<file path="src/rtl/drm_pkg.sv">
package drm_pkg;
  // Decoded magnitude selection of one radix-4 Booth digit
  typedef struct packed {
    logic neg;
    logic one;
    logic two;
  } booth_sel_t;

  function automatic booth_sel_t decode_triplet(input logic [2:0] t);
    booth_sel_t s;
    s.neg = t[2];
    s.one = t[1] ^ t[0];
    s.two = (t == 3'b011) || (t == 3'b100);
    return s;
  endfunction
endpackage

</file>
<file path="src/rtl/drm_range_detect.sv">
module drm_range_detect #(
  parameter int unsigned W = 16
) (
  input  logic [W-1:0]          a_i,
  input  logic [W-1:0]          b_i,
  output logic [W-1:0]          enc_o,
  output logic [W-1:0]          mcand_o,
  output logic [$clog2(W+1)-1:0] rng_enc_o,
  output logic [$clog2(W+1)-1:0] rng_mcand_o,
  output logic [$clog2(W/2+1)-1:0] groups_o
);
  localparam int unsigned RW = $clog2(W + 1);
  localparam int unsigned GW = $clog2(W / 2 + 1);

  function automatic logic [RW-1:0] eff_range(input logic [W-1:0] x);
    logic [RW-1:0] red;
    logic          stop;
    red  = '0;
    stop = 1'b0;
    for (int i = W - 2; i >= 0; i--) begin
      if (!stop && (x[i] == x[W-1])) red = red + 1'b1;
      else stop = 1'b1;
    end
    return RW'(W) - red;
  endfunction

  logic [RW-1:0] rng_a, rng_b;
  logic          pick_b;
  logic [RW:0]   rng_up;

  always_comb begin
    rng_a  = eff_range(a_i);
    rng_b  = eff_range(b_i);
    pick_b = (rng_b < rng_a);
    enc_o       = pick_b ? b_i : a_i;
    mcand_o     = pick_b ? a_i : b_i;
    rng_enc_o   = pick_b ? rng_b : rng_a;
    rng_mcand_o = pick_b ? rng_a : rng_b;
    rng_up      = {1'b0, rng_enc_o} + 1'b1;
    groups_o    = GW'(rng_up >> 1);
  end
endmodule

</file>
<file path="src/rtl/drm_pp_row.sv">
module drm_pp_row
  import drm_pkg::*;
#(
  parameter int unsigned W   = 16,
  parameter int unsigned IDX = 0
) (
  input  logic              clk,
  input  logic              rst_n,
  input  logic              strobe_i,
  input  logic              active_i,
  input  logic [2:0]        trip_i,
  input  logic [W-1:0]      mcand_i,
  output logic [2*W-1:0]    pp_o
);
  localparam int unsigned PW = 2 * W;
  localparam int unsigned VW = W + 2;

  logic [2:0]   trip_q, trip_d;
  logic [W-1:0] mcand_q, mcand_d;
  logic         act_q, act_d;
  logic         load;

  booth_sel_t        sel;
  logic [W:0]        mag;
  logic [VW-1:0]     val;
  logic [PW-1:0]     ext;

  // next-state: reload operands only for groups inside the range
  always_comb begin
    load    = strobe_i && active_i;
    trip_d  = load ? trip_i : trip_q;
    mcand_d = load ? mcand_i : mcand_q;
    act_d   = strobe_i ? active_i : act_q;
  end

  always_ff @(posedge clk or negedge rst_n) begin
    if (!rst_n) begin
      trip_q  <= '0;
      mcand_q <= '0;
      act_q   <= 1'b0;
    end else begin
      trip_q  <= trip_d;
      mcand_q <= mcand_d;
      act_q   <= act_d;
    end
  end

  always_comb begin
    sel = decode_triplet(trip_q);
    if (sel.one)      mag = {mcand_q[W-1], mcand_q};
    else if (sel.two) mag = {mcand_q, 1'b0};
    else              mag = '0;
    val = sel.neg ? (VW'(0) - {mag[W], mag}) : {mag[W], mag};
    ext = {{(PW-VW){val[VW-1]}}, val};
    pp_o = act_q ? (ext << (2 * IDX)) : '0;
  end

  // a row outside the range keeps its operand registers frozen
  assert_row_frozen_R6: assert property (@(posedge clk) disable iff (!rst_n)
    !(strobe_i && active_i) |=> ($stable(trip_q) && $stable(mcand_q)));
endmodule

</file>
<file path="src/rtl/drm_csa_tree.sv">
module drm_csa_tree #(
  parameter int unsigned PW = 32,
  parameter int unsigned N  = 8
) (
  input  logic [N-1:0][PW-1:0] rows_i,
  output logic [PW-1:0]        sum_o,
  output logic [PW-1:0]        carry_o
);
  logic [PW-1:0] cur [N];
  logic [PW-1:0] nxt [N];
  int            n, m;

  // repeated 3:2 column compression until two vectors remain
  always_comb begin
    for (int i = 0; i < N; i++) cur[i] = rows_i[i];
    for (int i = 0; i < N; i++) nxt[i] = '0;
    n = N;
    m = 0;
    for (int lvl = 0; lvl < N; lvl++) begin
      if (n > 2) begin
        m = 0;
        for (int i = 0; i < N; i++) nxt[i] = '0;
        for (int j = 0; j < N; j += 3) begin
          if (j + 2 < n) begin
            nxt[m]     = cur[j] ^ cur[j+1] ^ cur[j+2];
            nxt[m + 1] = ((cur[j] & cur[j+1]) | (cur[j] & cur[j+2]) |
                          (cur[j+1] & cur[j+2])) << 1;
            m = m + 2;
          end else if (j < n) begin
            nxt[m] = cur[j];
            m = m + 1;
            if (j + 1 < n) begin
              nxt[m] = cur[j+1];
              m = m + 1;
            end
          end
        end
        for (int i = 0; i < N; i++) cur[i] = (i < m) ? nxt[i] : '0;
        n = m;
      end
    end
    sum_o   = cur[0];
    carry_o = (N > 1) ? cur[1] : '0;
  end
endmodule

</file>
<file path="src/rtl/drm_booth_mul.sv">
module drm_booth_mul #(
  parameter int unsigned W = 16
) (
  input  logic           clk,
  input  logic           rst_n,
  input  logic           in_valid,
  input  logic [W-1:0]   op_a,
  input  logic [W-1:0]   op_b,
  output logic           out_valid,
  output logic [2*W-1:0] product
);
  localparam int unsigned PW = 2 * W;
  localparam int unsigned NG = W / 2;
  localparam int unsigned RW = $clog2(W + 1);
  localparam int unsigned GW = $clog2(NG + 1);

  // reset: asserted asynchronously, released on a clock edge
  logic [1:0] rst_sync;
  logic       rst_q_n;
  always_ff @(posedge clk or negedge rst_n) begin
    if (!rst_n) rst_sync <= 2'b00;
    else        rst_sync <= {rst_sync[0], 1'b1};
  end
  assign rst_q_n = rst_sync[1];

  logic [W-1:0]  enc, mcand;
  logic [RW-1:0] rng_enc, rng_mcand;
  logic [GW-1:0] groups;
  logic [W:0]    enc_ext;

  drm_range_detect #(.W(W)) u_range (
    .a_i        (op_a),
    .b_i        (op_b),
    .enc_o      (enc),
    .mcand_o    (mcand),
    .rng_enc_o  (rng_enc),
    .rng_mcand_o(rng_mcand),
    .groups_o   (groups)
  );

  assign enc_ext = {enc, 1'b0};

  logic [NG-1:0][PW-1:0] rows;

  for (genvar g = 0; g < NG; g++) begin : g_row
    logic act;
    assign act = (GW'(g) < groups);
    drm_pp_row #(.W(W), .IDX(g)) u_row (
      .clk     (clk),
      .rst_n   (rst_q_n),
      .strobe_i(in_valid),
      .active_i(act),
      .trip_i  (enc_ext[2*g +: 3]),
      .mcand_i (mcand),
      .pp_o    (rows[g])
    );
  end

  logic [PW-1:0] sum_v, carry_v;
  drm_csa_tree #(.PW(PW), .N(NG)) u_tree (
    .rows_i (rows),
    .sum_o  (sum_v),
    .carry_o(carry_v)
  );

  assign product = sum_v + carry_v;

  logic vld_d, vld_q;
  always_comb vld_d = in_valid;
  always_ff @(posedge clk or negedge rst_q_n) begin
    if (!rst_q_n) vld_q <= 1'b0;
    else          vld_q <= vld_d;
  end
  assign out_valid = vld_q;

  // behavioural reference used only by the assertions
  logic [PW-1:0] chk_mul;
  assign chk_mul = $signed({{W{op_a[W-1]}}, op_a}) * $signed({{W{op_b[W-1]}}, op_b});

  assert_exact_R1: assert property (@(posedge clk) disable iff (!rst_q_n)
    in_valid |=> (product == $past(chk_mul)));
  assert_valid_rise_R2: assert property (@(posedge clk) disable iff (!rst_q_n)
    in_valid |=> out_valid);
  assert_valid_low_R2: assert property (@(posedge clk) disable iff (!rst_q_n)
    !in_valid |=> !out_valid);
  assert_hold_R3: assert property (@(posedge clk) disable iff (!rst_q_n)
    !in_valid |=> $stable(product));
  assert_group_bounds_R4: assert property (@(posedge clk) disable iff (!rst_q_n)
    (groups >= GW'(1)) && (groups <= GW'(NG)) && (rng_enc >= RW'(1)));
  assert_narrow_encoded_R5: assert property (@(posedge clk) disable iff (!rst_q_n)
    rng_enc <= rng_mcand);
endmodule

</file>
<file path="config.mk">
export PLATFORM = sky130hd
export DESIGN_NAME = drm_booth_mul
export DESIGN_NICKNAME = d
export VERILOG_FILES = /design/src/rtl/drm_pkg.sv /design/src/rtl/drm_range_detect.sv /design/src/rtl/drm_pp_row.sv /design/src/rtl/drm_csa_tree.sv /design/src/rtl/drm_booth_mul.sv
export SDC_FILE = /design/constraint.sdc
export NUM_CORES = 1
export LEC_CHECK = 0
export CAP_MARGIN = 25
export CORE_ASPECT_RATIO = 0.6
export CORE_MARGIN = 2
export CORE_UTILIZATION = 45
export DETAILED_ROUTE_END_ITERATION = 16
export GPL_ROUTABILITY_DRIVEN = 0
export REMOVE_ABC_BUFFERS = 1
export SLEW_MARGIN = 10
export SYNTH_ARGS = -nofsm -noshare
export SYNTH_HDL_FRONTEND = slang
export SYNTH_SLANG_ARGS = --single-unit
</file>
<file path="constraint.sdc">
create_clock -name clk -period 16.8 [get_ports clk]
set_input_delay 1.68 -clock clk [delete_from_list [all_inputs] [get_ports clk]]
set_output_delay 1.68 -clock clk [all_outputs]
set_load 0.02 [all_outputs]
</file>
==> impl_metrics.env, run 1 <==
export IMPL_wirelength_per_cell_um=20.2
export IMPL_setup_violations=0
export IMPL_max_capacitance_violation_count=0
export IMPL_wl_um=60600
export IMPL_die_height_um=167
export IMPL_multiInputGateArea_um2=14700
export IMPL_cts_tree="yes"
export IMPL_netlist_instances=2431
export IMPL_regArea_um2=4060
export IMPL_final_period_minus_worst_setup_slack_ps=13660
export IMPL_remaining_drc_errors=6
export IMPL_setup_slack_at_placement_ps=2500
export IMPL_cts_buffers_inserted=17
export IMPL_antenna_left=0
export IMPL_clockBufferDepth=2
export IMPL_cp_required_ps=17120
export IMPL_setup_reg_to_reg_worst_slack_ps=15500
export IMPL_worstReg2RegStart="g_row[5].u_row.act_q$_DFFE_PN0P_"
export IMPL_final_critical_path_setup_slack_ps=3140
export IMPL_synth_async_reset_ratio_pct=100
export IMPL_number_of_global_route_vias_before_repair=16333
export IMPL_initial_utilization_pct=45.8
export IMPL_worst_skew_pair_later_pin_latency_ps=430
export IMPL_critPathMostFrequentCell="ha_1"
export IMPL_timing_worst_slew_pin_value_ps=992
export IMPL_placement_rows=59
export IMPL_yosys_cell_types_count=88
export IMPL_coreArea_um2=43600
export IMPL_cts_hold_repair_buffers=0
export IMPL_layout_cells_most_common="nand2_1"
export IMPL_clock_tree_root_cell="clkbuf_16"
export IMPL_tns_ps=0
export IMPL_clkSlewWorstSetupHoldPaths_ps=70
export IMPL_vias=17779
export IMPL_layout_filler_cells=4183
export IMPL_worst_setup_path_start_kind="input pin"
export IMPL_initial_antenna_violation_count=1
export IMPL_setup_worst_path_class="input pin to flip-flop"
export IMPL_maximum_number_of_pins_on_one_net_before_global_route_repair=83
export IMPL_place_detailed_hpwl_um=48600
export IMPL_design_final_nets=2665
export IMPL_grt_pass1_wl_um=94400
export IMPL_grt_usage_pct=26.5
export IMPL_result_of_the_run="complete, but fails checks"
export IMPL_slew_headroom_pct=33.9
export IMPL_crit_path_top_delay_cell="xnor2_1"
export IMPL_post_synth_cell_area_avg_um2=8.20
export IMPL_number_of_enable_type_register_cells_in_the_synthesized_netlist=0
export IMPL_number_of_pins_with_negative_max_slew_slack_in_the_final_report=0
export IMPL_viasPerCell=5.92
export IMPL_cts_htree_levels=4
export IMPL_fin_util_pct=49.7
export IMPL_chipWidth_um=276
export IMPL_regToRegEndpoint="g_row[5].u_row.act_q$_DFFE_PN0P_"
export IMPL_hold_violations=0
export IMPL_critical_path_max_stage_delay_ps=730
export IMPL_grt_overflow=0
export IMPL_io_buffers=67
export IMPL_diodes=0
export IMPL_postSynthRegisterBits=162
export IMPL_syn_area_um2=19900
export IMPL_synth_main_ff_cell="dfrtp_1"
export IMPL_first_iter_violations=1634
export IMPL_drive_above_1_share_pct=7.43
export IMPL_timing_critical_path_fanout_max=27
export IMPL_worstRegToRegCells=2
export IMPL_post_cts_buffers=0
export IMPL_num_io_pins=68
export IMPL_synthesis_yosys_warnings=0
export IMPL_grt_setup_unrepaired="no"
export IMPL_post_route_period_util_pct=81.3
export IMPL_cts_num_sinks=162
export IMPL_clock_fmax_mhz=73.2
export IMPL_fin_worst_skew_ps=5.86
export IMPL_failed_checks="DRC"
export IMPL_worstHoldPathType="flip-flop to async pin"
export IMPL_crit_path_end_kind="flip-flop"
export IMPL_initial_drt_pass_iterations=12
export IMPL_area_growth_syn_to_layout_pct=8.67
export IMPL_die_area_um2=46100
export IMPL_worst_endpoint_arrival_ps=13980
export IMPL_most_frequent_cells_in_the_layout="355 x nand2_1, 225 x o21ai_0, 175 x inv_1, 161 x dfrtp_1, 128 x xnor2_1"
export IMPL_proportion_of_synthesized_chip_area_in_sequential_cells_pct=20.3
export IMPL_cts_repair_resized=0
-- metal layers --
layer	routed length (µm)	vias up	GRT usage, %
met4	739	2	4.49
met1	30700	8600	42.5
li1	-	8425	-
met5	181	-	2.84
met3	5800	56	6.58
met2	23100	696	35.0
-- critical path, delay by kind of cell --
family / cells / cell delay (ps)
and+or+nand+nor: 11 / 2110
xor gates and xnor gates: 2 / 990
AOI/OAI and AO/OA: 16 / 4160
buffers and inverters: 6 / 960
muxes: 3 / 1030
adders and majority gates: 11 / 3000
-- cell usage after synthesis, types with 26 or more instances --
cell	instances	area (µm²)
and3_1	26	163
fa_1	116	2320
nand2_1	355	1330
mux2_2	80	901
clkbuf_1	99	372
o21ai_0	225	1130
nor2_1	116	435
ha_1	102	1280
nand3_1	60	300
or3_1	37	231
and2_1	64	400
dfrtp_1	162	4050
xor2_1	35	307
a21oi_1	117	586
xnor2_1	128	1120
nor3_1	31	155
o31ai_1	29	218
a22o_1	73	639
mux2i_1	37	370
inv_1	175	657
-- kinds of logic (layout without fill, tap and decap cells) --
| kind of cell | count (synthesis) | in the layout | synth area share (%) |
|---|---|---|---|
| simple gates | 803 | 803 | 19.2 |
| compound gates | 632 | 632 | 20.6 |
| buf+inv | 302 | 295 | 5.94 |
| fa+ha+maj | 221 | 221 | 18.2 |
| xor+xnor | 169 | 169 | 7.79 |
| flops | 162 | 162 | 20.3 |
| mux | 141 | 141 | 7.90 |
| other cells | 1 | 1 | 0.0188 |
-- worst max-delay path by stage --
| stage | startpoint | end | slack, ps | cells past startpoint |
|---|---|---|---|---|
| finish | op_a[15] | g_row[6].u_row.trip_q[2]$_DFFE_PN0P_ | 3140 | 49 |
| global route | op_a[15] | g_row[6].u_row.trip_q[2]$_DFFE_PN0P_ | 2420 | 49 |
| CTS | op_a[15] | g_row[6].u_row.trip_q[2]$_DFFE_PN0P_ | 2920 | 48 |
| detailed placement | op_a[15] | g_row[6].u_row.trip_q[2]$_DFFE_PN0P_ | 2500 | 48 |
| global placement | op_a[15] | g_row[6].u_row.trip_q[2]$_DFFE_PN0P_ | 3080 | 48 |
| floorplan | op_a[15] | g_row[6].u_row.trip_q[2]$_DFFE_PN0P_ | 3050 | 48 |
-- registers in the layout, summed over array words and instances, names as in the netlist --
| register | cells |
|---|---|
| g_row.u_row.mcand_q | 128 |
| g_row.u_row.trip_q | 23 |
| rst_sync | 2 |
| out_valid | 1 |
| g_row.u_row.act_q | 8 |
-- layout make-up --
| cell class | instances | area share (%) |
|---|---|---|
| Multi-Input combinational cell | 1967 | 67.9 |
| Sequential cell | 162 | 18.7 |
| Timing Repair Buffer | 88 | 4.12 |
| Tap cell | 579 | 3.34 |
| Inverter | 176 | 3.05 |
| Clock buffer | 17 | 1.96 |
| Clock inverter | 14 | 0.895 |
-- per-stage QoR --
stage | cells | hold slack, ps | cell area (µm²)
after floorplan | 2305 | 331 | 19400
after global placement | 2966 | 337 | 20900
after detailed placement | 2967 | 336 | 20900
after CTS | 2998 | 352 | 21600
after global routing | 3003 | 266 | 21700
final | 3003 | 234 | 21700
Power of run 1 is left out: the tool's default activity adds up to more than one toggle a clock period on the data nets, which glitch-free logic cannot reach.
==> run 2: changes to the inputs <==
- clock period: 16.8 -> 13.38 ns (I/O delays scaled with it)
==> run 2 against run 1 <==
Against the previous run: the flow still finishes with violations (DRC); worst setup slack worse by 2400 ps; via count up 0.71%; wire length down 0.63%; flip-flop and latch count unchanged; sequential share of layout area about the same; highest routed layer is now met4.
==> impl_metrics.env, run 2 (synthesized netlist as in run 1, its figures left out) <==
export IMPL_worst_endpoint_arrival_ps=12930
export IMPL_tns_ps=0
export IMPL_timing_critical_path_fanout_max=20
export IMPL_failed_checks="DRC"
export IMPL_clock_fmax_mhz=79.3
export IMPL_timing_worst_slew_pin_value_ps=1030
export IMPL_grt_setup_unrepaired="no"
export IMPL_antenna_left=0
export IMPL_cp_num_buf_inv=5
export IMPL_final_critical_path_setup_slack_ps=763
export IMPL_layout_cells_most_common="nand2_1"
export IMPL_cell_area_after_layout_um2=21700
export IMPL_most_frequent_cells_in_the_layout="352 x nand2_1, 225 x o21ai_0, 175 x inv_1, 161 x dfrtp_1, 128 x xnor2_1"
export IMPL_place_detailed_hpwl_um=49100
export IMPL_remaining_drc_errors=6
export IMPL_worst_setup_path_start_kind="input pin"
export IMPL_largest_register="g_row.u_row.mcand_q"
export IMPL_setup_slack_at_placement_ps=144
export IMPL_post_route_period_util_pct=94.3
export IMPL_clkSlewWorstSetupHoldPaths_ps=80
export IMPL_clockBufferDepth=2
export IMPL_critPathMostFrequentCell="ha_1"
export IMPL_number_of_global_route_vias_before_repair=16263
export IMPL_io_buffers=67
export IMPL_die_height_um=167
export IMPL_cp_top_family="compound AO/OA/AOI/OAI gates"
export IMPL_cts_htree_levels=4
export IMPL_wl_um=60200
export IMPL_maximum_number_of_pins_on_one_net_before_global_route_repair=74
export IMPL_worstHoldPathType="flip-flop to async pin"
export IMPL_crit_path_top_delay_cell="o211ai_2"
export IMPL_diodes=0
export IMPL_coreArea_um2=43600
export IMPL_cts_num_sinks=162
export IMPL_clock_tree_root_cell="clkbuf_16"
export IMPL_setup_violations=0
export IMPL_design_final_nets=2671
export IMPL_max_capacitance_violation_count=0
export IMPL_drive_above_1_share_pct=7.82
export IMPL_cts_tree="yes"
export IMPL_setup_worst_path_class="input pin to flip-flop"
export IMPL_cts_hold_repair_buffers=0
export IMPL_viasPerCell=5.95
export IMPL_num_io_pins=68
export IMPL_grt_overflow=0
export IMPL_area_growth_syn_to_layout_pct=8.91
export IMPL_detailed_place_area_um2=21000
export IMPL_final_period_minus_worst_setup_slack_ps=12620
export IMPL_initial_utilization_pct=45.8
export IMPL_largest_register_ffs=128
export IMPL_hold_ws_ps=186
export IMPL_placement_rows=59
export IMPL_cp_required_ps=13690
export IMPL_setup_reg_to_reg_worst_slack_ps=11950
export IMPL_worst_skew_pair_later_pin_latency_ps=430
export IMPL_wirelength_per_cell_um=20.0
export IMPL_result_of_the_run="complete, but fails checks"
export IMPL_initial_drt_pass_iterations=11
export IMPL_slew_headroom_pct=30.9
export IMPL_number_of_pins_with_negative_max_slew_slack_in_the_final_report=0
export IMPL_crit_path_end_kind="flip-flop"
export IMPL_fin_worst_skew_ps=7.67
export IMPL_die_area_um2=46100
export IMPL_largestRegisters="g_row.u_row.mcand_q x128, g_row.u_row.trip_q x23, g_row.u_row.act_q x8"
export IMPL_vias=17905
export IMPL_grt_pass1_wl_um=94200
export IMPL_first_iter_violations=2109
export IMPL_critical_path_max_stage_delay_ps=810
export IMPL_hold_violations=0
export IMPL_chipWidth_um=276
export IMPL_cts_buffers_inserted=17
export IMPL_initial_antenna_violation_count=3
export IMPL_grt_usage_pct=26.4
[run 2: layer usage]
layer | routed length (µm) | up-vias | share of wire, % | global-route usage (%)
li1 | - | 8467 | - | -
met2 | 23000 | 784 | 38 | 35.1
met3 | 6440 | 38 | 11 | 7.38
met4 | 612 | 0 | 1.0 | 3.48
met1 | 30100 | 8616 | 50 | 42.3
met5 | 0 | - | 0 | 0
[run 2: timing repair]
action | 4_1_cts | 5_1_grt
resized for setup | 0 | 4
setup endpoints to repair | 0 | 78
buffers inserted | 0 | 1
[run 2: area by class of cell]
type,count,area (µm²)
flip-flops and latches,162,4060
well taps,579,724
clock inverters,14,190
clock buffers,18,439
multi-input cells,1967,14700
inverters,176,661
fillers,4151,21800
repair buffers,94,923
[run 2: final timing paths]
path | start | to | cells after the start
max | op_a[13] | g_row[4].u_row.mcand_q[1]$_DFFE_PN0P_ | 47
min | rst_sync[1]$_DFF_PN0_ | g_row[0].u_row.mcand_q[6]$_DFFE_PN0P_ | 0
max reg2reg | g_row[4].u_row.act_q$_DFFE_PN0P_ | g_row[4].u_row.act_q$_DFFE_PN0P_ | 2
min reg2reg | rst_sync[1]$_DFF_PN0_ | g_row[0].u_row.mcand_q[6]$_DFFE_PN0P_ | 0
max in group asynchronous | rst_sync[1]$_DFF_PN0_ | g_row[4].u_row.mcand_q[0]$_DFFE_PN0P_ | 1
min in group clk | rst_sync[0]$_DFF_PN0_ | rst_sync[1]$_DFF_PN0_ | 0
[run 2: through the flow]
step | instances | util (%)
2_1_floorplan | 2305 | -
3_3_place_gp | 2973 | 48.2
3_5_place_dp | 2974 | 48.2
4_1_cts | 3006 | 49.6
5_1_grt | 3010 | 49.9
6_report | 3010 | 49.9
Power of run 2 is left out for the same reason.
